===== src/rtl/regport_pkg.sv =====
// Package: shared slot numbers of the split register port.
// Each slot is an 8-byte pair of word addresses; slot = byte address bits 7:3.
package regport_pkg;
    localparam int NMASK       = 9;   // split, write-masked slots 0..8
    localparam int SLOT_DIVCTL = 9;
    localparam int SLOT_STAT   = 10;
    localparam int SLOT_RAW    = 11;
    localparam int SLOT_ACK    = 12;
    localparam int SLOT_EXT    = 14;
    localparam int SLOT_VER    = 15;
endpackage


===== src/rtl/wm_half_reg.sv =====
// Module: one 16-bit half of a split register.
// Assumes the write word carries enables in its upper half and data in its lower half.
module wm_half_reg #(
    parameter int HW = 16
) (
    input  logic            clk,
    input  logic            rst_n,
    input  logic            we,
    input  logic [2*HW-1:0] wdata,
    output logic [HW-1:0]   q
);
    logic [HW-1:0] en;
    logic [HW-1:0] d;

    assign en = wdata[2*HW-1:HW];
    assign d  = wdata[HW-1:0];

    // Update only the enabled bits; hold the rest.
    always_ff @(posedge clk) begin
        if (!rst_n)
            q <= '0;
        else if (we)
            q <= (q & ~en) | (d & en);
    end
endmodule


===== src/rtl/regport_rdmux.sv =====
// Module: combinational read multiplexer of the split register port.
// Assumes word-aligned accesses; anything else, and any unmapped slot, reads zero.
module regport_rdmux
    import regport_pkg::*;
#(
    parameter int DW = 32,
    parameter int SW = 5
) (
    input  logic                      aligned,
    input  logic                      hi,
    input  logic [SW-1:0]             slot,
    input  logic [NMASK-1:0][DW-1:0]  cfg_q,
    input  logic [DW-1:0]             divctl,
    input  logic [DW-1:0]             status,
    input  logic [DW-1:0]             raw,
    input  logic [DW-1:0]             pins,
    input  logic [DW-1:0]             version,
    output logic [DW-1:0]             rdata
);
    localparam int HW = DW / 2;

    // Select the read word from the slot and half.
    always_comb begin
        rdata = '0;
        if (aligned) begin
            for (int i = 0; i < NMASK; i++) begin
                if (slot == SW'(i))
                    rdata = {{HW{1'b0}}, hi ? cfg_q[i][DW-1:HW] : cfg_q[i][HW-1:0]};
            end
            if (!hi) begin
                case (slot)
                    SW'(SLOT_DIVCTL): rdata = divctl;
                    SW'(SLOT_STAT):   rdata = status;
                    SW'(SLOT_RAW):    rdata = raw;
                    SW'(SLOT_EXT):    rdata = pins;
                    SW'(SLOT_VER):    rdata = version;
                    default: ;
                endcase
            end
        end
    end
endmodule


===== src/rtl/split_regport.sv =====
// Module: write-masked split register port of a pin-control bank.
// Every 32-bit configuration register spans two word addresses (low half at base,
// high half at base+4); writes to a half carry per-bit enables in the upper bus half.
// Assumes single-cycle writes, combinational reads and a synchronous active-low reset.
module split_regport
    import regport_pkg::*;
#(
    parameter int           DW        = 32,
    parameter int           AW        = 8,
    parameter logic [7:0]   VER_MAJOR = 8'h02,
    parameter logic [7:0]   VER_MINOR = 8'h05,
    parameter logic [15:0]  VER_REV   = 16'h1A3C
) (
    input  logic          clk,
    input  logic          rst_n,
    input  logic          bus_wr,
    input  logic [AW-1:0] bus_addr,
    input  logic [DW-1:0] bus_wdata,
    output logic [DW-1:0] bus_rdata,
    input  logic [DW-1:0] irq_status_in,
    input  logic [DW-1:0] irq_raw_in,
    input  logic [DW-1:0] pin_level_in,
    output logic [DW-1:0] out_level,
    output logic [DW-1:0] pin_dir,
    output logic [DW-1:0] irq_en,
    output logic [DW-1:0] irq_mask,
    output logic [DW-1:0] irq_type,
    output logic [DW-1:0] irq_pol,
    output logic [DW-1:0] irq_both,
    output logic [DW-1:0] db_en,
    output logic [DW-1:0] dbdiv_en,
    output logic [DW-1:0] dbdiv_ctl,
    output logic [DW-1:0] ack_pulse
);
    localparam int HW = DW / 2;
    localparam int SW = AW - 3;
    localparam logic [DW-1:0] VER_WORD = DW'({VER_MAJOR, VER_MINOR, VER_REV});

    logic                     aligned;
    logic                     hi;
    logic [SW-1:0]            slot;
    logic [NMASK-1:0][DW-1:0] cfg_q;
    logic [HW-1:0]            ack_bits;

    assign aligned  = (bus_addr[1:0] == 2'b00);
    assign hi       = bus_addr[2];
    assign slot     = bus_addr[AW-1:3];
    assign ack_bits = bus_wdata[HW-1:0] & bus_wdata[DW-1:HW];

    // One masked half register per slot and half.
    for (genvar i = 0; i < NMASK; i++) begin : g_slot
        for (genvar h = 0; h < 2; h++) begin : g_half
            logic we;
            assign we = bus_wr && aligned && (slot == SW'(i)) && (hi == (h != 0));
            wm_half_reg #(.HW(HW)) u_half (
                .clk   (clk),
                .rst_n (rst_n),
                .we    (we),
                .wdata (bus_wdata),
                .q     (cfg_q[i][h*HW +: HW])
            );
        end
    end

    // Full-width divider control word.
    always_ff @(posedge clk) begin
        if (!rst_n)
            dbdiv_ctl <= '0;
        else if (bus_wr && aligned && !hi && slot == SW'(SLOT_DIVCTL))
            dbdiv_ctl <= bus_wdata;
    end

    // One-cycle acknowledge pulse from masked writes to the end-of-interrupt pair.
    always_ff @(posedge clk) begin
        if (!rst_n)
            ack_pulse <= '0;
        else if (bus_wr && aligned && slot == SW'(SLOT_ACK))
            ack_pulse <= hi ? {ack_bits, {HW{1'b0}}} : {{HW{1'b0}}, ack_bits};
        else
            ack_pulse <= '0;
    end

    assign out_level = cfg_q[0];
    assign pin_dir   = cfg_q[1];
    assign irq_en    = cfg_q[2];
    assign irq_mask  = cfg_q[3];
    assign irq_type  = cfg_q[4];
    assign irq_pol   = cfg_q[5];
    assign irq_both  = cfg_q[6];
    assign db_en     = cfg_q[7];
    assign dbdiv_en  = cfg_q[8];

    regport_rdmux #(.DW(DW), .SW(SW)) u_rdmux (
        .aligned (aligned),
        .hi      (hi),
        .slot    (slot),
        .cfg_q   (cfg_q),
        .divctl  (dbdiv_ctl),
        .status  (irq_status_in),
        .raw     (irq_raw_in),
        .pins    (pin_level_in),
        .version (VER_WORD),
        .rdata   (bus_rdata)
    );
endmodule



===== config.mk =====
export PLATFORM = sky130hd
export DESIGN_NAME = split_regport
export DESIGN_NICKNAME = d
export VERILOG_FILES = /design/src/rtl/regport_pkg.sv /design/src/rtl/wm_half_reg.sv /design/src/rtl/regport_rdmux.sv /design/src/rtl/split_regport.sv
export SDC_FILE = /design/constraint.sdc
export NUM_CORES = 1
export LEC_CHECK = 0
export ABC_CLOCK_PERIOD_IN_PS = 2650
export BUFFER_PORTS_ARGS = -buffer_cell sky130_fd_sc_hd__buf_2
export CORE_AREA = 2 2 205 207
export DETAILED_ROUTE_END_ITERATION = 12
export DIE_AREA = 0 0 207 209
export GPL_TIMING_DRIVEN = 0
export MAX_ROUTING_LAYER = met4
export PLACE_DENSITY = 0.8
export SKIP_LAST_GASP = 1
export SYNTH_ARGS = -nofsm -noshare
export SYNTH_HDL_FRONTEND = slang
export SYNTH_SLANG_ARGS = --single-unit

===== constraint.sdc =====
create_clock -name clk -period 2.65 [get_ports clk]
set_clock_uncertainty 0.05 [all_clocks]
set_input_delay 0.265 -clock clk [delete_from_list [all_inputs] [get_ports clk]]
set_output_delay 0.265 -clock clk [all_outputs]
set_load 0.03 [all_outputs]

* After elaboration in Yosys (flattened, before gate mapping)
Index checks and enable logic that the tools add are counted.
** Operators by class
- Reduce and logical (&&, ||, !) cells :: 36
- Equal/unequal tests :: 14
- Divide/modulo/power cells :: 0
- Shifts and indexed selects :: 0
- Add/subtract/negate cells :: 0
- Bitwise logic cells :: 41
- Muxes and demuxes :: 21
- Magnitude comparators :: 0
- $mul :: 0
** Operators with widths (number)
- $and 16x16->16 :: 19
- $mux 16 :: 18
- $or 16x16->16 :: 18
- $pmux 32 s5 :: 1
- $mux 32 :: 2
- $eq 5x4->1 const B :: 7
- $logic_and 1x1->1 :: 31
- $eq 5x3->1 const B :: 4
- $not 16->16 :: 1
- $eq 5x2->1 const B :: 2
- $eq 5x1->1 const B :: 1
- $logic_not 5->1 :: 1
- $not 1->1 :: 3
- $reduce_and 3->1 :: 1
- $reduce_or 3->1 :: 1
- $logic_not 2->1 :: 1
- $logic_not 1->1 :: 1
** Word-level totals
- RAM bits :: 0
- Bits in latches :: 0
- Logic and storage cells :: 133
- Memories :: 0
- Memory bits (read-only) :: 0
- Flip-flop bits (word level) :: 352

* Longest topological paths before layout
Gate-level depths: netlist of run 1.
- Word-level depth :: 13
- Depth in mapped cells :: 8

* Modules after synthesis
A second synthesis of run 1 with hierarchy kept.
** Unflattened totals
- Cells, all modules :: 2345
- Area total of the unflattened synthesis :: 20036.7 µm²
** Modules (own cells, without submodules)
- wm_half_reg :: times used 18, seq. area each 320.3 µm², cells each 85, area each 750.7 µm²
- regport_rdmux :: times used 1, seq. area each 0.0 µm², cells each 554, area each 4169.0 µm²
- split_regport :: times used 1, seq. area each 1281.2 µm², cells each 261, area each 2354.8 µm²

* Worst setup path before layout of run 1
Ideal clock, no wire load.
- Path type :: input port to output port
- Start :: input bus_addr[5]
- End :: output bus_rdata[20]
- Arrival :: 2031 ps
- Stages :: 6
- Slack :: 304 ps
- Buffers on the path :: 2
- Path through :: or3b_2 -> buf_2 -> nor2_1 -> clkbuf_1 -> a22oi_1 -> a21oi_1
** Between the ends
- Word-level cells in the longest chain between the ends :: 4
- Elaborated cells between the ends (all ways) :: 8
- Classes of those cells :: eq/ne: 5; mux: 3
** Ends and longest elaborated chain
- from (decl) :: line split_regport.sv:17 : input logic [AW-1:0] bus_addr,
- $eq 5x4->1 :: line regport_rdmux.sv:31 : case (slot)
- $pmux 32 s5 * :: line regport_rdmux.sv:31
- $mux 32 * :: line regport_rdmux.sv:30 : if (!hi) begin
- $mux 32 * :: line regport_rdmux.sv:25 : if (aligned) begin
- to (decl) :: line split_regport.sv:19 : output logic [DW-1:0] bus_rdata,
Every way passes the cells marked *; elsewhere a longest branch is shown, timed or not.

* Worst setup path after layout of run 1
- Start :: input bus_addr[5]
- End :: output bus_rdata[11]
** Between the ends
- Word-level cells in the longest chain between the ends :: 13
- Elaborated cells between the ends (all ways) :: 26
- Classes of those cells :: eq/ne: 13; mux: 12; reduce/logical: 1
** Ends and longest elaborated chain
- $logic_not 5->1 :: line regport_rdmux.sv:27 : if (slot == SW'(i))
- $mux 16 (9 in series) :: line regport_rdmux.sv:27
- $pmux 32 s5 :: line regport_rdmux.sv:31
- $mux 32 * :: line regport_rdmux.sv:30
- $mux 32 * :: line regport_rdmux.sv:25
Marks and branches as above.

==> results_dict.tcl, run 1 <==
set metrics [dict create \
    min_path_cells 3 \
    power_switching_uw 3050 \
    setup.worst_path.end_class "output port" \
    finalSetupTns_ns -0.138 \
    reg2reg_depth 2 \
    cts_tree "done" \
    relSlewSlack_pct 40.2 \
    min_period_ns 2.70 \
    syn_avg_cell_area_um2 8.91 \
    worst_slack_ns -0.0460 \
    netlist-cell-type-count 41 \
    cts_hold_buffers 0 \
    fin_nets 2704 \
    routed_wl_mm 82.9 \
    wl_per_cell_um 26.4 \
    place.gp.congestion 0.972 \
    pwr-share-comb_pct 8.1 \
    yosysWarnings 0 \
    pre_cts_ws_ns -0.741 \
    drc_errors 0 \
    swShare_pct 25.8 \
    final_common_cell "buf_2" \
    postSynthCellCount 2029 \
    hold_viol_final 0 \
    powerDensity_nw_per_um2 517 \
    critPathLaunchType "input port" \
    yosysSeqAreaShare_pct 39.0 \
    grt_pass1_wl_mm 117 \
    clockBufferDepth 3 \
    vias 17700 \
    drtIter0Drc 1639 \
    core-area_um2 41300 \
    ys_seq_elements 352 \
    irDropWorstVdd_uv 420 \
    async_reset_ff_share_pct 0 \
    max_freq_mhz 371 \
    synth_edf_count 0 \
    die_h_um 209 \
    grt_pass1_vias 17300 \
    status "finished with violations" \
    clock_latency_ns 0.57 \
    drt_first_pass_iters 6 \
    violations "negative setup slack" \
    htree_levels 2 \
    crit_type "input port to output port" \
    die_x_um 207 \
    rows 75 \
    critPathArrivalTime_ns 2.38 \
    grt_start_max_net_pins 13 \
    cp_max_fo 10 \
    fin_crit_sh_pct 102 \
    top_level_ports 523 \
    fillers 3797 \
    cap_viol_max_count 0 \
    area_growth_pct 26.7 \
    ys.flop_type "dfxtp_1" \
    syn-num-nets 2168 \
    drive_gt1_share_pct 28.4 \
    hold_class "input port to flip-flop" \
    cts_made_buffers 41 \
    maxSlewViolCount 0 \
    leakage_uw 0.0114 \
    final_cell_mix "buf_2, mux2i_1, nand2_1" \
    antenna_found_initial 4 \
    cts-root-buf "clkbuf_16" \
    path_clk_slew_ns 0.06 \
    syn-cell-area_um2 18100 \
    start_util_pct 43.8 \
    antenna_left 0 \
    p_seq_share_pct 44.7 \
    grt_use_total_pct 37.5 \
    power_frac_clock_pct 47.2 \
    vias_per_cell 5.65 \
    internal_power_uw 8800 \
    total_power_uw 11900 \
    worst_ep_required_time_ns 2.34 \
    port_buffers 490 \
    clkSinkCount 352 \
    rsz0062_at_grt "yes" \
    worst_slew_pin_slew_ns 0.897 \
    grt-ovfl-total 0 \
    fp.dieArea_um2 43300 \
    setup-violations-final 6 \
    place_hpwl_mm 66.2 \
]
[per-stage QoR]
stage | utilization [%] | instances | hold slack, ns | instance area [um^2]
after floorplan | - | 2029 | 0.534 | 18100
after global placement | 51.4 | 3058 | 0.408 | 21200
after detailed placement | 51.4 | 3058 | 0.413 | 21200
after CTS | 55.1 | 3133 | 0.119 | 22700
after global routing | 55.5 | 3139 | 0.159 | 22900
final | 55.5 | 3139 | 0.153 | 22900
[cell families (layout without fill, tap and decap cells)]
family | count (synthesis) | in the layout | synth area share [%]
flops | 352 | 352 | 39.0
simple gates | 799 | 799 | 22.4
buf+inv | 192 | 759 | 5.00
other cells | 0 | 4 | 0
compound gates | 254 | 254 | 9.56
mux | 432 | 432 | 24.1
[power by group through the flow]
stage | registers (uW) | logic (uW) | clock network (uW)
final | 5300 | 963 | 5590
after global routing | 5300 | 989 | 5780
after CTS | 5300 | 926 | 5600
after detailed placement | 5420 | 900 | 0
after global placement | 5420 | 892 | 0
after floorplan | 5420 | 486 | 0
[synth_stat cells, types with 2 or more instances]
cell type	count	share of area (%)
a211oi_1	32	1.3
a21boi_0	2	0.083
a21boi_1	30	1.2
a21o_1	16	0.66
a21oi_1	38	1.1
a221oi_1	16	0.77
a222oi_1	3	0.17
a22oi_1	51	2.1
a31oi_1	10	0.35
buf_2	45	1.2
buf_4	6	0.25
buf_6	14	0.87
clkbuf_1	126	2.6
dfxtp_1	352	39
mux2_2	32	2.0
mux2i_1	400	22
nand2_1	381	7.9
nand2b_1	5	0.17
nand3_1	16	0.44
nor2_1	52	1.1
nor2_2	4	0.14
nor2b_1	290	10
nor3_1	17	0.47
nor3_2	8	0.44
nor3_4	11	0.99
o21ai_0	23	0.64
o22ai_1	32	1.1
or2_2	3	0.10
or3_1	2	0.069
[metal layers]
| layer | GRT usage (%) | part of all wire, % | vias to the layer above |
|---|---|---|---|
| met1 | 42.7 | 38 | 8569 |
| met4 | 19.6 | 5.9 | 0 |
| met2 | 62.6 | 48 | 937 |
| met3 | 7.53 | 7.8 | 228 |
| met5 | - | 0 | - |
| li1 | - | - | 7986 |
[worst paths after layout]
path,from,slack [ns],to
hold reg to reg,dbdiv_ctl[6]$_SDFFE_PN0P_,0.42,dbdiv_ctl[6]$_SDFFE_PN0P_
setup reg to reg,flip-flop,1.76,flip-flop
setup / recovery,bus_addr[5],-0.05,bus_rdata[11]
hold / removal,bus_wdata[10],0.15,dbdiv_ctl[10]$_SDFFE_PN0P_
[critical path: stages]
cell	delay [ns]
buf_2	0.13
or3b_2	0.47
buf_4	0.22
nor2_4	0.19
buf_4	0.22
nand2_1	0.10
a31oi_2	0.38
a21o_1	0.17
buf_2	0.21
[cell type report]
cell class,count,area [um^2],share of cell area [%]
Antenna cell,4,10.0,0.0437
Buffer,189,1040,4.55
Clock buffer,58,1180,5.15
Clock inverter,16,116,0.508
Multi-Input combinational cell,1485,10300,45.1
Sequential cell,352,7050,30.8
Tap cell,539,674,2.94
Timing Repair Buffer,496,2500,10.9
[timing repair]
action                                  in CTS  in global routing
hold endpoints to repair                     0                  0
resized for setup                           81                 42
setup buffers                                1                  5
endpoints found under the setup margin      32                 19
pin swaps                                    8                 11
Note: power is estimated with default switching activity, not from simulation.
==> run 2, diff against run 1 <==
--- a/config.mk
+++ b/config.mk
@@ -5,14 +5,17 @@
 export SDC_FILE = /design/constraint.sdc
 export NUM_CORES = 1
 export LEC_CHECK = 0
+export ABC_AREA = 1
 export ABC_CLOCK_PERIOD_IN_PS = 2650
 export BUFFER_PORTS_ARGS = -buffer_cell sky130_fd_sc_hd__buf_2
-export CORE_AREA = 2 2 205 207
+export CELL_PAD_IN_SITES_DETAIL_PLACEMENT = 0
+export CELL_PAD_IN_SITES_GLOBAL_PLACEMENT = 1
+export CORE_MARGIN = 2
+export CORE_UTILIZATION = 36
 export DETAILED_ROUTE_END_ITERATION = 12
-export DIE_AREA = 0 0 207 209
 export GPL_TIMING_DRIVEN = 0
 export MAX_ROUTING_LAYER = met4
-export PLACE_DENSITY = 0.8
+export PLACE_DENSITY = 0.91
 export SKIP_LAST_GASP = 1
 export SYNTH_ARGS = -nofsm -noshare
 export SYNTH_HDL_FRONTEND = slang
==> results_dict.tcl, run 2 <==
set metrics [dict create \
    grt-ovfl-total 0 \
    worst_ep_required_time_ns 2.34 \
    wl_per_cell_um 24.7 \
    grt_start_max_net_pins 15 \
    die_x_um 224 \
    drt_first_pass_iters 6 \
    synth_top_area_share_pct 40.4 \
    drc_errors 0 \
    yosysWarnings 0 \
    clockBufferDepth 3 \
    start_util_pct 36.5 \
    worst_slack_ns 0.0287 \
    pwr-share-comb_pct 8.1 \
    powerDensity_nw_per_um2 561 \
    antenna_left 0 \
    die_h_um 224 \
    fin_nets 3299 \
    max_freq_mhz 381 \
    final_common_cell "nand2_1" \
    place.gp.congestion 1.04 \
    vias_per_cell 5.55 \
    fin_crit_sh_pct 98.9 \
    worst_slew_pin_slew_ns 0.996 \
    ys_seq_elements 352 \
    grt_pass1_vias 19200 \
    startpoint "bus_addr[2]" \
    irDropWorstVdd_uv 371 \
    rows 80 \
    pre_cts_ws_ns -0.192 \
    drive_gt1_share_pct 22.4 \
    clock_latency_ns 0.59 \
    finalSetupTns_ns 0 \
    port_buffers 489 \
    clkSinkCount 352 \
    reg2reg_depth 2 \
    syn-cell-area_um2 17400 \
    final_cell_mix "nand2_1, buf_2, dfxtp_1" \
    drtIter0Drc 2312 \
    htree_levels 2 \
    hold_viol_final 0 \
    status "completed" \
    synth_top_area_cell "dfxtp_1" \
    vias 21200 \
    top_level_ports 523 \
    syn_avg_cell_area_um2 6.66 \
    hold_class "input port to flip-flop" \
    cp_max_fo 10 \
    yosysSeqAreaShare_pct 40.4 \
    cts-root-buf "clkbuf_16" \
    power_switching_uw 3370 \
    netlist-cell-type-count 30 \
    critPathLaunchType "input port" \
    setup-violations-final 0 \
    internal_power_uw 9130 \
    synth_edf_count 0 \
    grt_pass1_wl_mm 133 \
    worstHoldStart "bus_wdata[29]" \
    swShare_pct 27.0 \
    total_power_uw 12500 \
    rsz0062_at_grt "yes" \
    setup.worst_path.end_class "output port" \
    antenna_found_initial 9 \
    r2r_start "dbdiv_ctl[14]$_SDFFE_PN0P_" \
    maxSlewViolCount 0 \
    post-synth-top-count-cell "nand2_1" \
    p_seq_share_pct 42.4 \
    area_growth_pct 27.7 \
    power_frac_clock_pct 49.5 \
    postSynthCellCount 2619 \
    critPathArrivalTime_ns 2.31 \
    ys.flop_type "dfxtp_1" \
    cts_hold_buffers 0 \
    async_reset_ff_share_pct 0 \
    crit_type "input port to output port" \
    min_path_cells 3 \
    routed_wl_mm 94.4 \
    relSlewSlack_pct 33.6 \
    fin_util_pct 46.6 \
    ys_top_cells_by_area "dfxtp_1, nand2_1, a21oi_1" \
    place_hpwl_mm 76.6 \
    grt_use_total_pct 37.3 \
    min_period_ns 2.62 \
    path_clk_slew_ns 0.06 \
    cts_made_buffers 42 \
    fp.dieArea_um2 50200 \
    leakage_uw 0.00927 \
    cts_tree "done" \
    syn-num-nets 2758 \
    synth_common_cells "nand2_1, dfxtp_1, a21oi_1" \
    cap_viol_max_count 0 \
    core-area_um2 47700 \
]
==> run 2: critical path: stages <==
cell and delay [ns]:
buf_2 0.22, buf_6 0.21, buf_2 0.26, buf_1 0.59, o211ai_1 0.17, nand2_1 0.13, nand2_1 0.07, nand2_1 0.12
nand2_1 0.08, buf_2 0.18
==> run 2: cells by family after synthesis <==
kind of cell / synth area share, %
buffers and inverters: 9.55
AND/OR/NAND/NOR: 29.8
AO/OA/AOI/OAI: 20.3
flip-flops: 40.4
==> run 2: metal layers <==
metal	GRT usage [%]	share of wire [%]	vias up
met5	-	0	-
met4	19.1	5.4	0
met3	8.81	9.7	240
met2	60.2	47	1233
met1	43.2	38	9949
li1	-	-	9769
==> run 2: repair_timing <==
item / 4_1_cts / 5_1_grt
gates resized for setup: 15 / 38
gates cloned: 0 / 0
pin swaps: 1 / 3
setup endpoints to repair: 24 / 24
setup buffers: 4 / 6
==> run 2: area by class of cell <==
cell class / instances / area (um^2)
fillers: 5138 / 25500
multi-input cells: 1857 / 8740
repair buffers: 499 / 2530
clock buffers: 58 / 1140
diodes: 7 / 17.5
well taps: 615 / 769
clock inverters: 19 / 282
inverters: 183 / 697
flip-flops and latches: 352 / 7050
plain buffers: 225 / 1020
==> run 2: final timing paths <==
path / slack (ns) / endpoint
setup reg to reg: 1.82 / dbdiv_ctl[14]$_SDFFE_PN0P_
hold reg to reg: 0.42 / flip-flop
setup / recovery: 0.03 / bus_rdata[1]
hold / removal: 0.13 / flip-flop
==> run 2: power by group through the flow <==
stage	clock network (uW)	logic (uW)	registers, uW
floorplan	0	472	5430
global placement	0	952	5420
detailed placement	0	953	5420
CTS	6170	960	5300
global route	6350	1050	5300
finish	6180	1010	5300
==> run 2: metrics by stage <==
step / hold slack (ns) / std cells / cell area [um^2]
5_1_grt: 0.182 / 3815 / 22300
3_5_place_dp: 0.407 / 3723 / 20600
4_1_cts: 0.116 / 3804 / 22100
3_3_place_gp: 0.408 / 3723 / 20600
6_report: 0.134 / 3815 / 22300
2_1_floorplan: 0.538 / 2619 / 17400
